==> src/rtl/alu2l_pkg.sv <==
package alu2l_pkg;

  localparam int CLASS_W = 2;
  localparam int CTRL_W  = 4;

  typedef enum logic [1:0] {
    SEL_AND  = 2'b00,
    SEL_OR   = 2'b01,
    SEL_SUM  = 2'b10,
    SEL_LESS = 2'b11
  } opsel_e;

  typedef struct packed {
    logic   inv_a;
    logic   inv_b;
    opsel_e sel;
  } alu_ctrl_t;

  localparam alu_ctrl_t CW_AND  = '{inv_a: 1'b0, inv_b: 1'b0, sel: SEL_AND};
  localparam alu_ctrl_t CW_OR   = '{inv_a: 1'b0, inv_b: 1'b0, sel: SEL_OR};
  localparam alu_ctrl_t CW_ADD  = '{inv_a: 1'b0, inv_b: 1'b0, sel: SEL_SUM};
  localparam alu_ctrl_t CW_SUB  = '{inv_a: 1'b0, inv_b: 1'b1, sel: SEL_SUM};
  localparam alu_ctrl_t CW_LESS = '{inv_a: 1'b0, inv_b: 1'b1, sel: SEL_LESS};
  localparam alu_ctrl_t CW_NOR  = '{inv_a: 1'b1, inv_b: 1'b1, sel: SEL_AND};

endpackage

==> src/rtl/alu2l_ctrl_dec.sv <==
module alu2l_ctrl_dec
  import alu2l_pkg::*;
#(
  parameter int FUNCT_W = 6
) (
  input  logic [CLASS_W-1:0] alu_op,
  input  logic [FUNCT_W-1:0] funct,
  output alu_ctrl_t          ctrl
);

  // Only the low bits of the function field are decoded; the top two are fixed.
  localparam int SEL_W = FUNCT_W - 2;

  logic [SEL_W-1:0] fsel;
  assign fsel = funct[SEL_W-1:0];

  always_comb begin
    if (!alu_op[1]) begin
      ctrl = alu_op[0] ? CW_SUB : CW_ADD;
    end else begin
      case (fsel)
        SEL_W'(4'b0000): ctrl = CW_ADD;
        SEL_W'(4'b0010): ctrl = CW_SUB;
        SEL_W'(4'b0100): ctrl = CW_AND;
        SEL_W'(4'b0101): ctrl = CW_OR;
        SEL_W'(4'b0111): ctrl = CW_NOR;
        SEL_W'(4'b1010): ctrl = CW_LESS;
        default:         ctrl = CW_ADD;
      endcase
    end
  end

  // Assertions: class-code rows of the decode table
  always_comb begin
    if (alu_op == 2'b00)
      assert_class_add_R1: assert (ctrl == CW_ADD);
    if (alu_op == 2'b01)
      assert_class_sub_R2: assert (ctrl == CW_SUB);
    if (ctrl.sel == SEL_LESS)
      assert_less_invb_R5: assert (ctrl.inv_b && !ctrl.inv_a);
  end

endmodule

==> src/rtl/alu2l_core.sv <==
module alu2l_core
  import alu2l_pkg::*;
#(
  parameter int WIDTH = 32
) (
  input  logic [WIDTH-1:0] a,
  input  logic [WIDTH-1:0] b,
  input  alu_ctrl_t        ctrl,
  output logic [WIDTH-1:0] result,
  output logic             zero,
  output logic             overflow
);

  localparam int MSB = WIDTH - 1;

  function automatic logic [WIDTH-1:0] add_cin(input logic [WIDTH-1:0] x,
                                               input logic [WIDTH-1:0] y,
                                               input logic cin);
    return x + y + {{(WIDTH-1){1'b0}}, cin};
  endfunction

  function automatic logic sign_ovf(input logic [WIDTH-1:0] x,
                                    input logic [WIDTH-1:0] y,
                                    input logic [WIDTH-1:0] s);
    return (x[MSB] == y[MSB]) && (s[MSB] != x[MSB]);
  endfunction

  logic [WIDTH-1:0] opnd_a, opnd_b, sum;
  logic             sum_ovf;   // raw adder overflow, any selection
  logic             less_bit;  // corrected signed sign of the difference

  assign opnd_a   = ctrl.inv_a ? ~a : a;
  assign opnd_b   = ctrl.inv_b ? ~b : b;
  assign sum      = add_cin(opnd_a, opnd_b, ctrl.inv_b);
  assign sum_ovf  = sign_ovf(opnd_a, opnd_b, sum);
  assign less_bit = sum[MSB] ^ sum_ovf;

  always_comb begin
    case (ctrl.sel)
      SEL_AND:  result = opnd_a & opnd_b;
      SEL_OR:   result = opnd_a | opnd_b;
      SEL_SUM:  result = sum;
      default:  result = {{(WIDTH-1){1'b0}}, less_bit};
    endcase
  end

  assign overflow = (ctrl.sel == SEL_SUM) && sum_ovf;
  assign zero     = ~|result;

  always_comb begin
    if (ctrl.sel == SEL_LESS)
      assert_less_upper_R8: assert (result[MSB:1] == '0);
    if (ctrl.sel != SEL_SUM)
      assert_no_overflow_R10: assert (!overflow);
  end

endmodule

==> src/rtl/alu_two_level.sv <==
module alu_two_level
  import alu2l_pkg::*;
#(
  parameter int WIDTH   = 32,
  parameter int FUNCT_W = 6
) (
  input  logic [1:0]         alu_op,
  input  logic [FUNCT_W-1:0] funct,
  input  logic [WIDTH-1:0]   op_a,
  input  logic [WIDTH-1:0]   op_b,
  output logic [3:0]         ctrl_word,
  output logic [WIDTH-1:0]   result,
  output logic               zero,
  output logic               overflow
);

  alu_ctrl_t ctrl;

  alu2l_ctrl_dec #(.FUNCT_W(FUNCT_W)) u_dec (
    .alu_op (alu_op),
    .funct  (funct),
    .ctrl   (ctrl)
  );

  alu2l_core #(.WIDTH(WIDTH)) u_core (
    .a        (op_a),
    .b        (op_b),
    .ctrl     (ctrl),
    .result   (result),
    .zero     (zero),
    .overflow (overflow)
  );

  assign ctrl_word = ctrl;

  always_comb begin
    if (zero)
      assert_zero_result_R9: assert (result == '0);
    if (ctrl_word == 4'b1100)
      assert_nor_value_R6: assert (result == ~(op_a | op_b));
  end

endmodule

==> config.mk <==
export PLATFORM = sky130hd
export DESIGN_NAME = alu_two_level
export DESIGN_NICKNAME = d
export VERILOG_FILES = /design/src/rtl/alu2l_pkg.sv /design/src/rtl/alu2l_ctrl_dec.sv /design/src/rtl/alu2l_core.sv /design/src/rtl/alu_two_level.sv
export SDC_FILE = /design/constraint.sdc
export NUM_CORES = 1
export LEC_CHECK = 0
export ABC_AREA = 1
export BUFFER_PORTS_ARGS = -buffer_cell sky130_fd_sc_hd__buf_2
export CORE_ASPECT_RATIO = 1.4
export CORE_MARGIN = 2
export CORE_UTILIZATION = 45
export DETAILED_ROUTE_END_ITERATION = 8
export GPL_TIMING_DRIVEN = 0
export PLACE_DENSITY = 0.76
export SYNTH_ARGS = -nofsm -noshare
export SYNTH_HDL_FRONTEND = slang
export SYNTH_SLANG_ARGS = --single-unit
==> constraint.sdc <==
create_clock -name vclk -period 9.7
set_clock_uncertainty 0.2 [all_clocks]
set_input_delay 1.94 -clock vclk [all_inputs]
set_output_delay 1.94 -clock vclk [all_outputs]
set_load 0.005 [all_outputs]
== After elaboration in Yosys (flattened, before gate mapping) ==
Index checks and enable logic that the tools add are counted.
Operators by class
  mux-type cells: 6
  $mul: 0
  shifts and indexed selects: 0
  $lt $le $gt $ge: 0
  eq/ne operators: 9
  add/sub/neg operators: 2
  reduce and logical (&&, ||, !) cells: 5
  bitwise gates (word level): 5
  div/mod/pow operators: 0
Operator list (number)
  $pmux 32 s3: 1
  $mux 32: 2
  $not 32->32: 2
  $add 32x1->32: 1
  $add 32x32->32: 1
  $and 32x32->32: 1
  $or 32x32->32: 1
  $reduce_or 32->1: 1
  $pmux 4 s5: 1
  $eq 4x3->1 const B: 3
  $eq 4x2->1 const B: 1
  $eq 4x4->1 const B: 1
  $mux 4: 1
  $mux 3: 1
  $eq 2x1->1 const B: 1
  $eq 2x2->1 const B: 1
  $logic_and 1x1->1: 2
  $logic_not 2->1: 1
  $eq 1x1->1: 1
  $logic_not 1->1: 1
  $ne 1x1->1: 1
  $xor 1x1->1: 1
Word-level totals
  memories: 0
  bits in read-only memories: 0
  logic and storage cells: 27
  register bits after elaboration: 0
  input bits: 72
  output and inout port bits: 38
  latch bits: 0
  RAM bits: 0

== Logic depth before layout (Yosys ltp) ==
  word-level depth: 12
  depth in mapped cells: 26
  gate-level depth less buffers: 26

== Cells and area by module ==
A second synthesis with hierarchy kept.
Unflattened totals
  cell total of the unflattened synthesis: 831
  area total of the unflattened synthesis: 4433.0 µm²
By module, submodules not included
  alu2l_core: cells an instance 809, instances 1, seq. area each 0.0 µm², area each 4332.9 µm²
  alu2l_ctrl_dec: cells an instance 22, instances 1, seq. area each 0.0 µm², area each 100.1 µm²

== Worst setup path after synthesis ==
No wires, ideal clock.
  path kind: input to output
  start point: input funct[1]
  end point: output zero
  arrival time: 4.789 ns
  data required time: 7.560 ns
  path slack: 2.771 ns
  stages on the path: 21
  cells stage by stage: inv_1 > nor2_1 > nand3_1 > nand3_1 > buf_2 > xor2_1 > ha_1 > a21oi_1 > o21ai_0 > a21oi_1 > nand3_1 > nand2_1 > nand2_1 > or2_0 > nand3_1 > nand2_1 > nor2_1 > nand3_1 > nor2_1 > nand3_1 > nor2_1
RTL lines
  start: declaration: line alu_two_level.sv:8  | input logic [FUNCT_W-1:0] funct,
  $eq 4x4->1 (tied with other cells): line alu2l_ctrl_dec.sv:21  | case (fsel)
  $pmux 4 s5 *: line alu2l_ctrl_dec.sv:21
  $mux 4 *: line alu2l_ctrl_dec.sv:18  | if (!alu_op[1]) begin
  $mux 32 (on tied branches): line alu2l_core.sv:32, alu2l_core.sv:33
  $add 32x32->32: line alu2l_core.sv:19  | return x + y + {{(WIDTH-1){1'b0}}, cin};
  $add 32x1->32: line alu2l_core.sv:19
  $pmux 32 s3 *: line alu2l_core.sv:39  | case (ctrl.sel)
  net result[22]: line alu_two_level.sv:12  | output logic [WIDTH-1:0] result,
  $reduce_or 32->1 *: line alu2l_core.sv:48  | assign zero = ~|result;
  $logic_not 1->1 *: line alu2l_core.sv:48
  end: declaration: line alu_two_level.sv:13  | output logic zero,
Mark *: on every way through the listed nets, which the timed path passes. The rest lies on a longest branch.

== Worst setup path after layout ==
  start point: input alu_op[1]
  end point: output zero
On the way
  cells in the longest elaborated chain, start to end: 10
RTL lines
  start: declaration: line alu_two_level.sv:7  | input logic [1:0] alu_op,
  $mux 4 *: line alu2l_ctrl_dec.sv:18
  $mux 32 (on tied branches): line alu2l_core.sv:32, alu2l_core.sv:33
  $add 32x32->32: line alu2l_core.sv:19
  $add 32x1->32: line alu2l_core.sv:19
  $ne 1x1->1: line alu2l_core.sv:25  | return (x[MSB] == y[MSB]) && (s[MSB] != x[MSB]);
  $logic_and 1x1->1: line alu2l_core.sv:25
  $xor 1x1->1: line alu2l_core.sv:36  | assign less_bit = sum[MSB] ^ sum_ovf;
  $pmux 32 s3 *: line alu2l_core.sv:39
  $reduce_or 32->1 *: line alu2l_core.sv:48
  $logic_not 1->1 *: line alu2l_core.sv:48
Mark *: on every way between the ends. The rest lies on a longest branch, timed or not.

==> impl_metrics.tcl <==
set metrics [dict create \
    power_density_nw_per_um2 93.82 \
    status "complete, no violations" \
    numSequentialCells 0 \
    io_pins 110 \
    clock_buffers 0 \
    antenna_found_initial 0 \
    final-seq-area_um2 0 \
    p_sw_share_pct 63.00 \
    combPwrFrac_pct 100.0 \
    drive_above_1_share_pct 16.27 \
    crit_required_ns 7.56 \
    yosysSeqAreaShare_pct 0 \
    grt.total_usage_pct 26.83 \
    setup_viol 0 \
    ys_warn_count 0 \
    placementRows 42 \
    critPathLaunchType "input pin" \
    fin_crit_sh_pct 83.03 \
    syn2layout_area_growth_pct 15.85 \
    port_buffers 108 \
    dp_hpwl_mm 12.16 \
    start_util_pct 45.75 \
    fmax_ghz 0.1242 \
    vias 5172 \
    dieHeight_um 119.4 \
    syn_inst 771 \
    crit_type "in2out" \
    hold_class "in2out" \
    tns_ns 0 \
    drt-initial-drc-count 263 \
    clock_power_share_pct 0 \
    via_per_inst 5.230 \
    grt_overflow_total 0 \
    diodes 0 \
    finalHoldViolCount 0 \
    switching_power_uw 293.0 \
    endpoint_kind "output port" \
    fin_nets 1017 \
    routedWlPerCell_um 14.24 \
    gp_congestion 0.9778 \
    yosysTopAreaCell "ha_1" \
    grt_use_met3_pct 1.455 \
    drv_slew 0 \
    dieArea_um2 10320 \
    synth.area.top_cells "ha_1 (18%), nand2_1 (15%), inv_1 (13%), xor2_1 (13%), nand3_1 (7.6%)" \
    syn_area_per_cell_um2 5.550 \
    fp.coreArea_um2 9354 \
    peakVddDrop_v 0.00003932 \
    placed_area_um2 4957 \
    fillCellCount 1094 \
    p_int_uw 172.1 \
    grt_pass1_wl_mm 22.36 \
    relSlewSlack_pct 38.26 \
    crit_start "alu_op[1]" \
    grt_max_degree 11 \
    met1_usage_pct 30.65 \
    synthDistinctLibCells 39 \
    crit_fanout 10 \
    arrival_ns 5.91 \
    yosys.area.top_type_share_pct 18.42 \
    drc 0 \
    drv_cap 0 \
    dr.pass1.iters 5 \
    syn-cell-area_um2 4279 \
    total_power_uw 465.1 \
    setup_ws_ns 1.646 \
    worst_pin_slew_ns 0.9261 \
    syn_nets 907 \
    wl_mm 14.08 \
    dp_slack_ns 1.645 \
    cts_hold_buf 0 \
    die-width_um 86.42 \
    final_area_um2 4957 \
    first_global_vias 4793 \
    antenna_left 0 \
    grt_setup_unrepaired "false" \
    ctsResizeCount 0 \
    p_leak_uw 0.002877 \
    use_met2_pct 49.90 \
    layout_min_cycle_time_ns 8.054 \
    hp-start "alu_op[1]" \
    grt.busiest_layer "met2" \
    power_frac_seq_pct 0 \
    post_cts_buffers 0 \
]
==> worst max-delay path, stage by stage <==
cell,delay (ns)
buf_2,0.15
inv_2,0.10
nor2_4,0.05
nand2_4,0.10
buf_1,0.62
xor2_1,0.26
fa_1,0.50
inv_1,0.14
nand2_1,0.06
nand2_1,0.08
nand3_1,0.09
nand2_1,0.14
nand2_1,0.09
nand2_1,0.13
nand2_1,0.09
nand2_1,0.16
nand2_1,0.07
nand3_1,0.07
nand2_1,0.08
inv_1,0.06
nand3b_1,0.07
nor2_1,0.13
nand3_1,0.09
nor2_1,0.26
nand3_1,0.11
nor2_1,0.13
buf_2,0.13
==> cells in the mapped netlist <==
master	count
a211oi_1	1
a21boi_0	2
a21o_1	3
a21oi_1	42
a221oi_1	1
a31oi_1	2
and2_1	2
and3_1	1
buf_1	3
buf_2	6
clkbuf_1	4
fa_1	1
ha_1	63
inv_1	151
inv_2	5
nand2_1	168
nand2_2	6
nand2_4	1
nand3_1	65
nand3_2	4
nand3b_1	10
nand4_1	9
nand4_2	1
nor2_1	70
nor2_4	2
nor3_1	8
o211ai_1	6
o21a_1	3
o21ai_0	37
o21ai_1	1
o21ai_2	1
o21bai_1	8
o221ai_1	2
o22ai_1	6
or2_0	1
or2_1	1
or2_2	9
xnor2_1	3
xor2_1	62
==> routing by layer <==
layer | vias to the layer above | part of all wire (%) | routed length (um)
li1 | 2658 | - | -
met2 | 172 | 51 | 7165
met3 | 42 | 4.5 | 630
met4 | 0 | 4.9 | 686
met5 | - | 0 | 0
met1 | 2300 | 40 | 5598
==> through the flow <==
stage | cells | util, % | hold WS, ns
2_1_floorplan | 771 | - | 3.783
3_3_place_gp | 989 | 53.00 | 4.166
3_5_place_dp | 989 | 53.00 | 4.163
4_1_cts | 989 | 53.00 | 4.165
5_1_grt | 989 | 53.00 | 4.208
6_report | 989 | 53.00 | 4.177
==> power groups by stage <==
stage          clock network (uW)  logic (uW)  registers (uW)
2_1_floorplan                   0         309               0
5_1_grt                         0         523               0
4_1_cts                         0         461               0
6_report                        0         465               0
3_5_place_dp                    0         458               0
3_3_place_gp                    0         456               0
==> worst paths after layout <==
kind	endpoint	slack, ns	depth (start not counted)
max	zero	1.65	27
min	ctrl_word[0]	4.18	4
==> cells by family after synthesis <==
kind of cell,synth area share [%]
AND/OR/NAND/NOR,37.43
AO/OA/AOI/OAI,15.38
adder cells (fa/ha/maj),18.89
XOR/XNOR,13.30
buffers and inverters,15.00
==> layout make-up <==
class	count	area (um2)	area share (%)
timing repair buffer	108	540.5	10.90
inverter	156	585.6	11.81
buffer	13	56.30	1.136
multi-input combinational	602	3637	73.37
tap	110	137.6	2.776
==> placed cells by master (no fill, tap or decap), types with 2 or more instances in the layout <==
cell type,Yosys,final
nand2_1,168,168
inv_1,151,151
buf_2,6,114
nor2_1,70,70
nand3_1,65,65
ha_1,63,63
xor2_1,62,62
a21oi_1,42,42
o21ai_0,37,37
nand3b_1,10,10
nand4_1,9,9
or2_2,9,9
o21bai_1,8,8
nor3_1,8,8
nand2_2,6,6
o211ai_1,6,6
o22ai_1,6,6
inv_2,5,5
nand3_2,4,4
clkbuf_1,4,4
buf_1,3,3
a21o_1,3,3
xnor2_1,3,3
o21a_1,3,3
nor2_4,2,2
and2_1,2,2
a31oi_1,2,2
a21boi_0,2,2
o221ai_1,2,2
Power figures use the tool's default switching activity.
